File: src/rtl/gpio_irq_pkg.sv
package gpio_irq_pkg;

  typedef enum logic [1:0] {
    TRIG_LOW  = 2'b00,
    TRIG_HIGH = 2'b01,
    TRIG_RISE = 2'b10,
    TRIG_FALL = 2'b11
  } trig_mode_e;

  typedef enum logic [2:0] {
    REG_DOUT = 3'd0,
    REG_DIR  = 3'd1,
    REG_PAD  = 3'd2,
    REG_CFGL = 3'd3,
    REG_CFGH = 3'd4,
    REG_MASK = 3'd5,
    REG_STAT = 3'd6
  } reg_idx_e;

endpackage

File: src/rtl/gpio_sync_bank.sv
module gpio_sync_bank #(
  parameter int WIDTH  = 32,
  parameter int STAGES = 2
) (
  input  logic             clk,
  input  logic             rst,
  input  logic [WIDTH-1:0] din,
  output logic [WIDTH-1:0] sync_q,
  output logic [WIDTH-1:0] prev_q
);

  logic [WIDTH-1:0] stage_q [STAGES];

  always_ff @(posedge clk) begin
    if (rst) begin
      for (int i = 0; i < STAGES; i++) stage_q[i] <= '0;
      prev_q <= '0;
    end else begin
      stage_q[0] <= din;
      for (int i = 1; i < STAGES; i++) stage_q[i] <= stage_q[i-1];
      prev_q <= stage_q[STAGES-1];
    end
  end

  assign sync_q = stage_q[STAGES-1];

endmodule

File: src/rtl/gpio_trig_detect.sv
module gpio_trig_detect
  import gpio_irq_pkg::*;
#(
  parameter int PINS = 32
) (
  input  logic [2*PINS-1:0] cfg,
  input  logic [PINS-1:0]   cur,
  input  logic [PINS-1:0]   prev,
  output logic [PINS-1:0]   hit
);

  for (genvar n = 0; n < PINS; n++) begin : g_pin
    trig_mode_e mode;
    assign mode = trig_mode_e'(cfg[2*n +: 2]);
    always_comb begin
      case (mode)
        TRIG_LOW:  hit[n] = ~cur[n];
        TRIG_HIGH: hit[n] = cur[n];
        TRIG_RISE: hit[n] = cur[n] & ~prev[n];
        TRIG_FALL: hit[n] = ~cur[n] & prev[n];
        default:   hit[n] = 1'b0;
      endcase
    end
  end

endmodule

File: src/rtl/gpio_irq_status.sv
module gpio_irq_status #(
  parameter int PINS = 32
) (
  input  logic            clk,
  input  logic            rst,
  input  logic [PINS-1:0] set_vec,
  input  logic [PINS-1:0] clr_vec,
  input  logic [PINS-1:0] mask,
  output logic [PINS-1:0] stat_q,
  output logic            irq_lo,
  output logic            irq_hi,
  output logic            irq_any
);

  localparam int HALF = PINS / 2;

  logic [PINS-1:0] live;
  assign live = stat_q & mask;

  always_ff @(posedge clk) begin
    if (rst) begin
      stat_q  <= '0;
      irq_lo  <= 1'b0;
      irq_hi  <= 1'b0;
      irq_any <= 1'b0;
    end else begin
      stat_q  <= (stat_q & ~clr_vec) | set_vec;
      irq_lo  <= |live[HALF-1:0];
      irq_hi  <= |live[PINS-1:HALF];
      irq_any <= |live;
    end
  end

endmodule

File: src/rtl/gpio_irq_port.sv
module gpio_irq_port
  import gpio_irq_pkg::*;
#(
  parameter int DATA_W      = 32,
  parameter int SYNC_STAGES = 2
) (
  input  logic              clk,
  input  logic              rst,
  input  logic              bus_wen,
  input  logic [2:0]        bus_addr,
  input  logic [DATA_W-1:0] bus_wdata,
  output logic [DATA_W-1:0] bus_rdata,
  input  logic [DATA_W-1:0] pad_in,
  output logic [DATA_W-1:0] pad_out,
  output logic [DATA_W-1:0] pad_oe,
  output logic              irq_lo,
  output logic              irq_hi,
  output logic              irq_any
);

  localparam int PINS = DATA_W;

  logic [DATA_W-1:0] dout_q, dir_q, cfgl_q, cfgh_q, mask_q;
  logic [PINS-1:0]   pad_sync, pad_prev, hit_vec, clr_vec, stat_vec;

  gpio_sync_bank #(.WIDTH(PINS), .STAGES(SYNC_STAGES)) sync_i (
    .clk    (clk),
    .rst    (rst),
    .din    (pad_in),
    .sync_q (pad_sync),
    .prev_q (pad_prev)
  );

  gpio_trig_detect #(.PINS(PINS)) det_i (
    .cfg  ({cfgh_q, cfgl_q}),
    .cur  (pad_sync),
    .prev (pad_prev),
    .hit  (hit_vec)
  );

  assign clr_vec = (bus_wen && bus_addr == REG_STAT) ? bus_wdata : '0;

  gpio_irq_status #(.PINS(PINS)) stat_i (
    .clk     (clk),
    .rst     (rst),
    .set_vec (hit_vec),
    .clr_vec (clr_vec),
    .mask    (mask_q),
    .stat_q  (stat_vec),
    .irq_lo  (irq_lo),
    .irq_hi  (irq_hi),
    .irq_any (irq_any)
  );

  always_ff @(posedge clk) begin
    if (rst) begin
      dout_q <= '0;
      dir_q  <= '0;
      cfgl_q <= '0;
      cfgh_q <= '0;
      mask_q <= '0;
    end else if (bus_wen) begin
      case (bus_addr)
        REG_DOUT: dout_q <= bus_wdata;
        REG_DIR:  dir_q  <= bus_wdata;
        REG_CFGL: cfgl_q <= bus_wdata;
        REG_CFGH: cfgh_q <= bus_wdata;
        REG_MASK: mask_q <= bus_wdata;
        default: ;
      endcase
    end
  end

  always_ff @(posedge clk) begin
    if (rst) begin
      bus_rdata <= '0;
    end else begin
      case (bus_addr)
        REG_DOUT: bus_rdata <= dout_q;
        REG_DIR:  bus_rdata <= dir_q;
        REG_PAD:  bus_rdata <= pad_sync;
        REG_CFGL: bus_rdata <= cfgl_q;
        REG_CFGH: bus_rdata <= cfgh_q;
        REG_MASK: bus_rdata <= mask_q;
        REG_STAT: bus_rdata <= stat_vec;
        default:  bus_rdata <= '0;
      endcase
    end
  end

  assign pad_out = dout_q;
  assign pad_oe  = dir_q;

endmodule

File: config.mk
export PLATFORM = sky130hd
export DESIGN_NAME = gpio_irq_port
export DESIGN_NICKNAME = d
export VERILOG_FILES = /design/src/rtl/gpio_irq_pkg.sv /design/src/rtl/gpio_sync_bank.sv /design/src/rtl/gpio_trig_detect.sv /design/src/rtl/gpio_irq_status.sv /design/src/rtl/gpio_irq_port.sv
export SDC_FILE = /design/constraint.sdc
export NUM_CORES = 1
export LEC_CHECK = 0
export BUFFER_PORTS_ARGS = -buffer_cell sky130_fd_sc_hd__buf_4
export CELL_PAD_IN_SITES_DETAIL_PLACEMENT = 2
export CELL_PAD_IN_SITES_GLOBAL_PLACEMENT = 2
export CORE_MARGIN = 4
export CORE_UTILIZATION = 37
export CTS_BUF_LIST = sky130_fd_sc_hd__clkbuf_16
export CTS_CLUSTER_DIAMETER = 80
export DETAILED_ROUTE_END_ITERATION = 6
export PLACE_DENSITY = 0.89
export REMOVE_ABC_BUFFERS = 1
export SLEW_MARGIN = 5
export SYNTH_ARGS = -nofsm -noshare
export SYNTH_HDL_FRONTEND = slang
export SYNTH_SLANG_ARGS = --single-unit
export TNS_END_PERCENT = 30
File: constraint.sdc
create_clock -name clk -period 3.5 [get_ports clk]
set_input_delay 0.35 -clock clk [delete_from_list [all_inputs] [get_ports clk]]
set_output_delay 0.35 -clock clk [all_outputs]
set_load 0.005 [all_outputs]
; ---- Word level (Yosys, flattened, before mapping)
; Memories as Yosys holds them, arrays and structs flattened.
; Cells that the tools add are included.
[totals]
regBits = 259
output_inout_bits = 99
in_bits = 70
elab_cells = 329
mem_bits_rw = 64
mem_count = 1
[classes]
eq_ne = 102
n_reduce_logical = 42
mux = 39
bitwise_logic = 134
[mem_list]
columns = memory, words, width, rd, rd_clocked_by_memory_dff, write_ports, line_no
row1 = sync_i.stage_q, 2, 32, 2, 0, 2, gpio_sync_bank.sv:12  ; logic [WIDTH-1:0] stage_q [STAGES];
[ops]
columns = op, n
row1 = $pmux 32 s7, 1
row2 = $eq 2x2->1 const B, 64
row3 = $pmux 1 s4, 32
row4 = $mux 32, 3
row5 = $and 1x1->1, 64
row6 = $and 32x32->32, 2
row7 = $eq 2x1->1 const B, 32
row8 = $logic_not 2->1, 32
row9 = $not 1->1, 64
row10 = $not 32->32, 1
row11 = $or 32x32->32, 1
row12 = $reduce_or 16->1, 2
row13 = $reduce_or 32->1, 1
row14 = $reduce_and 2->1, 5
row15 = $eq 3x3->1 const B, 3
row16 = $eq 3x2->1 const B, 2
row17 = $eq 3x1->1 const B, 1
row18 = $logic_not 3->1, 1
row19 = $mux 1, 3
row20 = $or 1x1->1, 2
row21 = $logic_and 1x1->1, 1

; ---- Depth between registers and ports, before layout
[logic_depth]
word_depth = 6
mapped_depth = 7
depth_no_buf = 4

; ---- Modules after synthesis
; A second synthesis with hierarchy kept.
[hier_totals]
cells_unflattened = 1562
area_unflattened_um2 = 13790.7
[by_module_without_submodules]
columns = module, cells_each, seq_area_each_um2, area_each_um2, n_inst
row1 = gpio_irq_port, 1012, 3843.7, 8371.8, 1
row2 = gpio_sync_bank, 234, 1921.8, 2840.2, 1
row3 = gpio_irq_status, 156, 700.7, 1337.5, 1
row4 = gpio_trig_detect, 160, 0.0, 1241.2, 1

; ---- Least setup slack after synthesis
; No wires, ideal clock.
[synth_timing]
path_kind = input -> register
startpoint = input port bus_addr[0]
endpoint = register bus_rdata[30]
t_arrival_ns = 1.283
stages = 5
setup_ns = 0.128
n_path_buf = 1
required_ns = 3.372
path_slack_ns = 2.089
cell_sequence = buf_6 -> and2b_1 -> a221o_1 -> a222oi_1 -> nor2_1
[synth_via]
elab_chain_len = 2
elab_cells_between_ends = 8
cone_classes = eq/ne (6) / mux (1) / reduce/logical (1)
[synth_lines]
columns = element, line_no
row1 = "start, declared", gpio_irq_port.sv:10  ; input logic [2:0] bus_addr,
row2 = "$eq 3x3->1, or another cell as far along", gpio_irq_port.sv:78  ; case (bus_addr)
row3 = $pmux 32 s7 (*), gpio_irq_port.sv:78
row4 = "end signal, assigned", gpio_irq_port.sv:79  ; REG_DOUT: bus_rdata <= dout_q;
row5 = "end signal, assigned", gpio_irq_port.sv:80  ; REG_DIR: bus_rdata <= dir_q;
row6 = "end signal, assigned", gpio_irq_port.sv:81  ; REG_PAD: bus_rdata <= pad_sync;
row7 = "end, declared", gpio_irq_port.sv:12  ; output logic [DATA_W-1:0] bus_rdata,
; Mark *: on every way between the ends. The rest lies on a longest branch, timed or not.
; A chain may end at the register's enable or synchronous reset.

; ---- Final worst setup path
[layout_timing]
startpoint = input port bus_addr[0]
endpoint = register cfgl_q[8]
[layout_via]
elab_chain_len = 2
[layout_lines]
columns = element, line_no
row1 = $eq 3x2->1, gpio_irq_port.sv:63  ; case (bus_addr)
row2 = $reduce_and 2->1 (no source line), n/a
row3 = "end signal, assigned", gpio_irq_port.sv:66  ; REG_CFGL: cfgl_q <= bus_wdata;
row4 = "end, declared", gpio_irq_port.sv:23  ; logic [DATA_W-1:0] dout_q, dir_q, cfgl_q, cfgh_q, mask_q;
; No other way between the ends.

==> impl_metrics.env <==
export IMPL_cts_tree="built"
export IMPL_vias_per_cell=6.054
export IMPL_rrSetupSlack_ps=1780
export IMPL_async_flop_share_pct=0
export IMPL_synthSimpleGateAreaFrac_pct=24.93
export IMPL_cts_sinks=323
export IMPL_fmax_mhz=454.9
export IMPL_power_w=0.008310
export IMPL_powerDensity_nw_per_um2=527.9
export IMPL_yosys_warnings=0
export IMPL_via_count=12999
export IMPL_start_util_pct=37.56
export IMPL_drv_cap=0
export IMPL_crit_end="cfgl_q[8]"
export IMPL_worst_setup_path_type="in2reg"
export IMPL_grt_max_degree=121
export IMPL_areaGrowthSynthToFinish_pct=21.03
export IMPL_endpoint_kind="register"
export IMPL_slew_headroom_pct=33.54
export IMPL_synth_area_top_cells="dfxtp_1 50%, nand2_1 11%, a21oi_1 7.3%, nor2b_1 4.8%, a22oi_1 4.5%"
export IMPL_syn_inst=1524
export IMPL_critPathMaxFanout=30
export IMPL_cts_resized=0
export IMPL_syn_area_um2=13010
export IMPL_io_pins=169
export IMPL_synthMuxAreaShare_pct=2.617
export IMPL_clock_latency_ps=540
export IMPL_power_leakage_nw=5.704
export IMPL_hold_viol=0
export IMPL_fin_worst_skew_ps=30.18
export IMPL_core_area_um2=34630
export IMPL_firstDrtPassIters=7
export IMPL_fin_nets=1736
export IMPL_core_rowCount=68
export IMPL_grt_pass1_vias=14585
export IMPL_rsz0062_at_grt="false"
export IMPL_r2r_end="stat_i.irq_any"
export IMPL_hold_class="in2reg"
export IMPL_timing_hold_ws_ps=33.76
export IMPL_crit_start="bus_addr[0]"
export IMPL_synth_common_cells="385 x nand2_1, 323 x dfxtp_1, 191 x a21oi_1"
export IMPL_drive_gt1_share_pct=15.66
export IMPL_cts_root_buf="clkbuf_16"
export IMPL_avgSynthCellArea_um2=8.534
export IMPL_place_congestion=0.8093
export IMPL_detail_route_iter0_violations=1064
export IMPL_synth_compound_area_share_pct=18.23
export IMPL_drv_slew=0
export IMPL_dpl_hpwl_mm=36.76
export IMPL_synth_most_common_cell="nand2_1"
export IMPL_netlist_area_leader_share_pct=49.72
export IMPL_portBuffers=168
export IMPL_setup_viol=0
export IMPL_finalCriticalPeriod_ps=2198
export IMPL_cts_buffer_depth=3
export IMPL_synth_flop_cell="dfxtp_1"
export IMPL_ant_nets=0
export IMPL_synth_edf_count=0
export IMPL_grt_pass1_wl_mm=92.71
export IMPL_track_usage_pct=31.20
export IMPL_post_drt_wl_per_cell_um=28.69
export IMPL_htree_levels=2
export IMPL_setup_worst_path_start_class="input port"
export IMPL_synth_cell_type_count=39
export IMPL_required_ps=3930
export IMPL_synth_seq_area_share_pct=49.72
export IMPL_cts_clk_slew_worst_paths_ps=60
export IMPL_tns_ps=0
export IMPL_rr_worst_depth=4
export IMPL_antenna_found_initial=0
export IMPL_post_route_period_util_pct=62.81
export IMPL_die_x_um=195.5
export IMPL_die_h_um=195.5
export IMPL_status="complete, no violations"
export IMPL_postCtsSetupRepairBufs=0
export IMPL_synth_top_family_by_area="simple AND/OR/NAND/NOR gates"
export IMPL_ys_seq_elements=323
export IMPL_grt_overflow=0
export IMPL_cts_buffers=37
export IMPL_postCtsHoldBufs=0
export IMPL_antennaDiodeCount=0
export IMPL_arrival_ps=2630
export IMPL_worst_ir_drop_vdd_uv=332.9
export IMPL_yosysTopAreaCell="dfxtp_1"
export IMPL_synthAdderAreaFrac_pct=0
export IMPL_tightest_slew_ps=996.9
export IMPL_drc_errors=0
export IMPL_routed_wl_mm=61.60
export IMPL_die_area_um2=38220
export IMPL_synth_xor_area_share_pct=0.1347
export IMPL_rr_startpoint="stat_i.stat_q[20]"
==> kinds of logic after synthesis <==
logic type / Yosys count
muxes: 32
xor gates and xnor gates: 2
AOI/OAI and AO/OA: 399
buffers and inverters: 105
DFF: 323
and+or+nand+nor: 663
==> layout make-up <==
type                            count  area, um2
Clock buffer                       39      975.9
Clock inverter                     26      138.9
Tap cell                          455      569.3
Sequential cell                   323       6466
Timing Repair Buffer              208       1619
Fill cell                        3749      18890
Multi-Input combinational cell   1096       5972
==> per-stage QoR <==
step / area, um2 / util, % / cells / setup WS [ps]
4_1_cts: 15740 / 45.46 / 2147 / 1421
3_5_place_dp: 14630 / 42.24 / 2082 / 1012
6_report: 15740 / 45.46 / 2147 / 1302
5_1_grt: 15740 / 45.46 / 2147 / 1346
2_1_floorplan: 12440 / - / 1419 / 1361
3_3_place_gp: 14630 / 42.24 / 2082 / 1140
==> state kept, by name (all words and copies together), names as in the netlist, 32 cells and up <==
register / cells
sync_i.prev_q: 32
bus_rdata: 32
sync_i.stage_q: 64
stat_i.stat_q: 32
cfgh_q: 32
pad_oe: 32
cfgl_q: 32
mask_q: 32
pad_out: 32
==> where the power goes <==
part | leakage (nW) | switching (W) | total, W | internal (W)
combinational | 2.49 | 0.000409 | 0.000647 | 0.000237
sequential | 2.64 | 0.000138 | 0.00394 | 0.00380
clock | 0.579 | 0.00164 | 0.00372 | 0.00208
total | 5.70 | 0.00219 | 0.00831 | 0.00612
==> layout by cell type (no fill, tap or decap), drive strengths merged, types with 39 or more instances in the layout <==
cell	n
nor2b	99
dfxtp	323
a22oi	78
o21ai	62
buf	208
clkbuf	39
nand3b	65
nand2b	47
nand2	385
a21oi	191
==> worst min-delay path by stage <==
stage / startpoint / endpoint / slack [ps] / cells past startpoint
floorplan: sync_i.stage_q[0][0] / sync_i.stage_q[0][32] / 410 / 1
global placement: sync_i.stage_q[0][31] / sync_i.stage_q[0][63] / 420 / 1
detailed placement: sync_i.stage_q[0][1] / sync_i.stage_q[0][33] / 430 / 1
CTS: pad_in[24] / sync_i.stage_q[0][24] / 20 / 2
global route: pad_in[25] / sync_i.stage_q[0][25] / 40 / 2
finish: pad_in[24] / sync_i.stage_q[0][24] / 30 / 2
==> critical path: stages <==
cell and delay [ps]:
buf_4 480, and3b_1 730, and2_1 270, buf_4 360, nand2_1 150, a21oi_1 230
==> metal layers <==
metal | up-vias | global-route usage [%] | share of wire, %
met5 | - | 0 | 0
met4 | 0 | 17.56 | 6.1
met3 | 273 | 4.607 | 5.8
met2 | 642 | 53.72 | 49
met1 | 6576 | 37.17 | 39
li1 | 5508 | - | -
(Power assumes the default switching activity.)
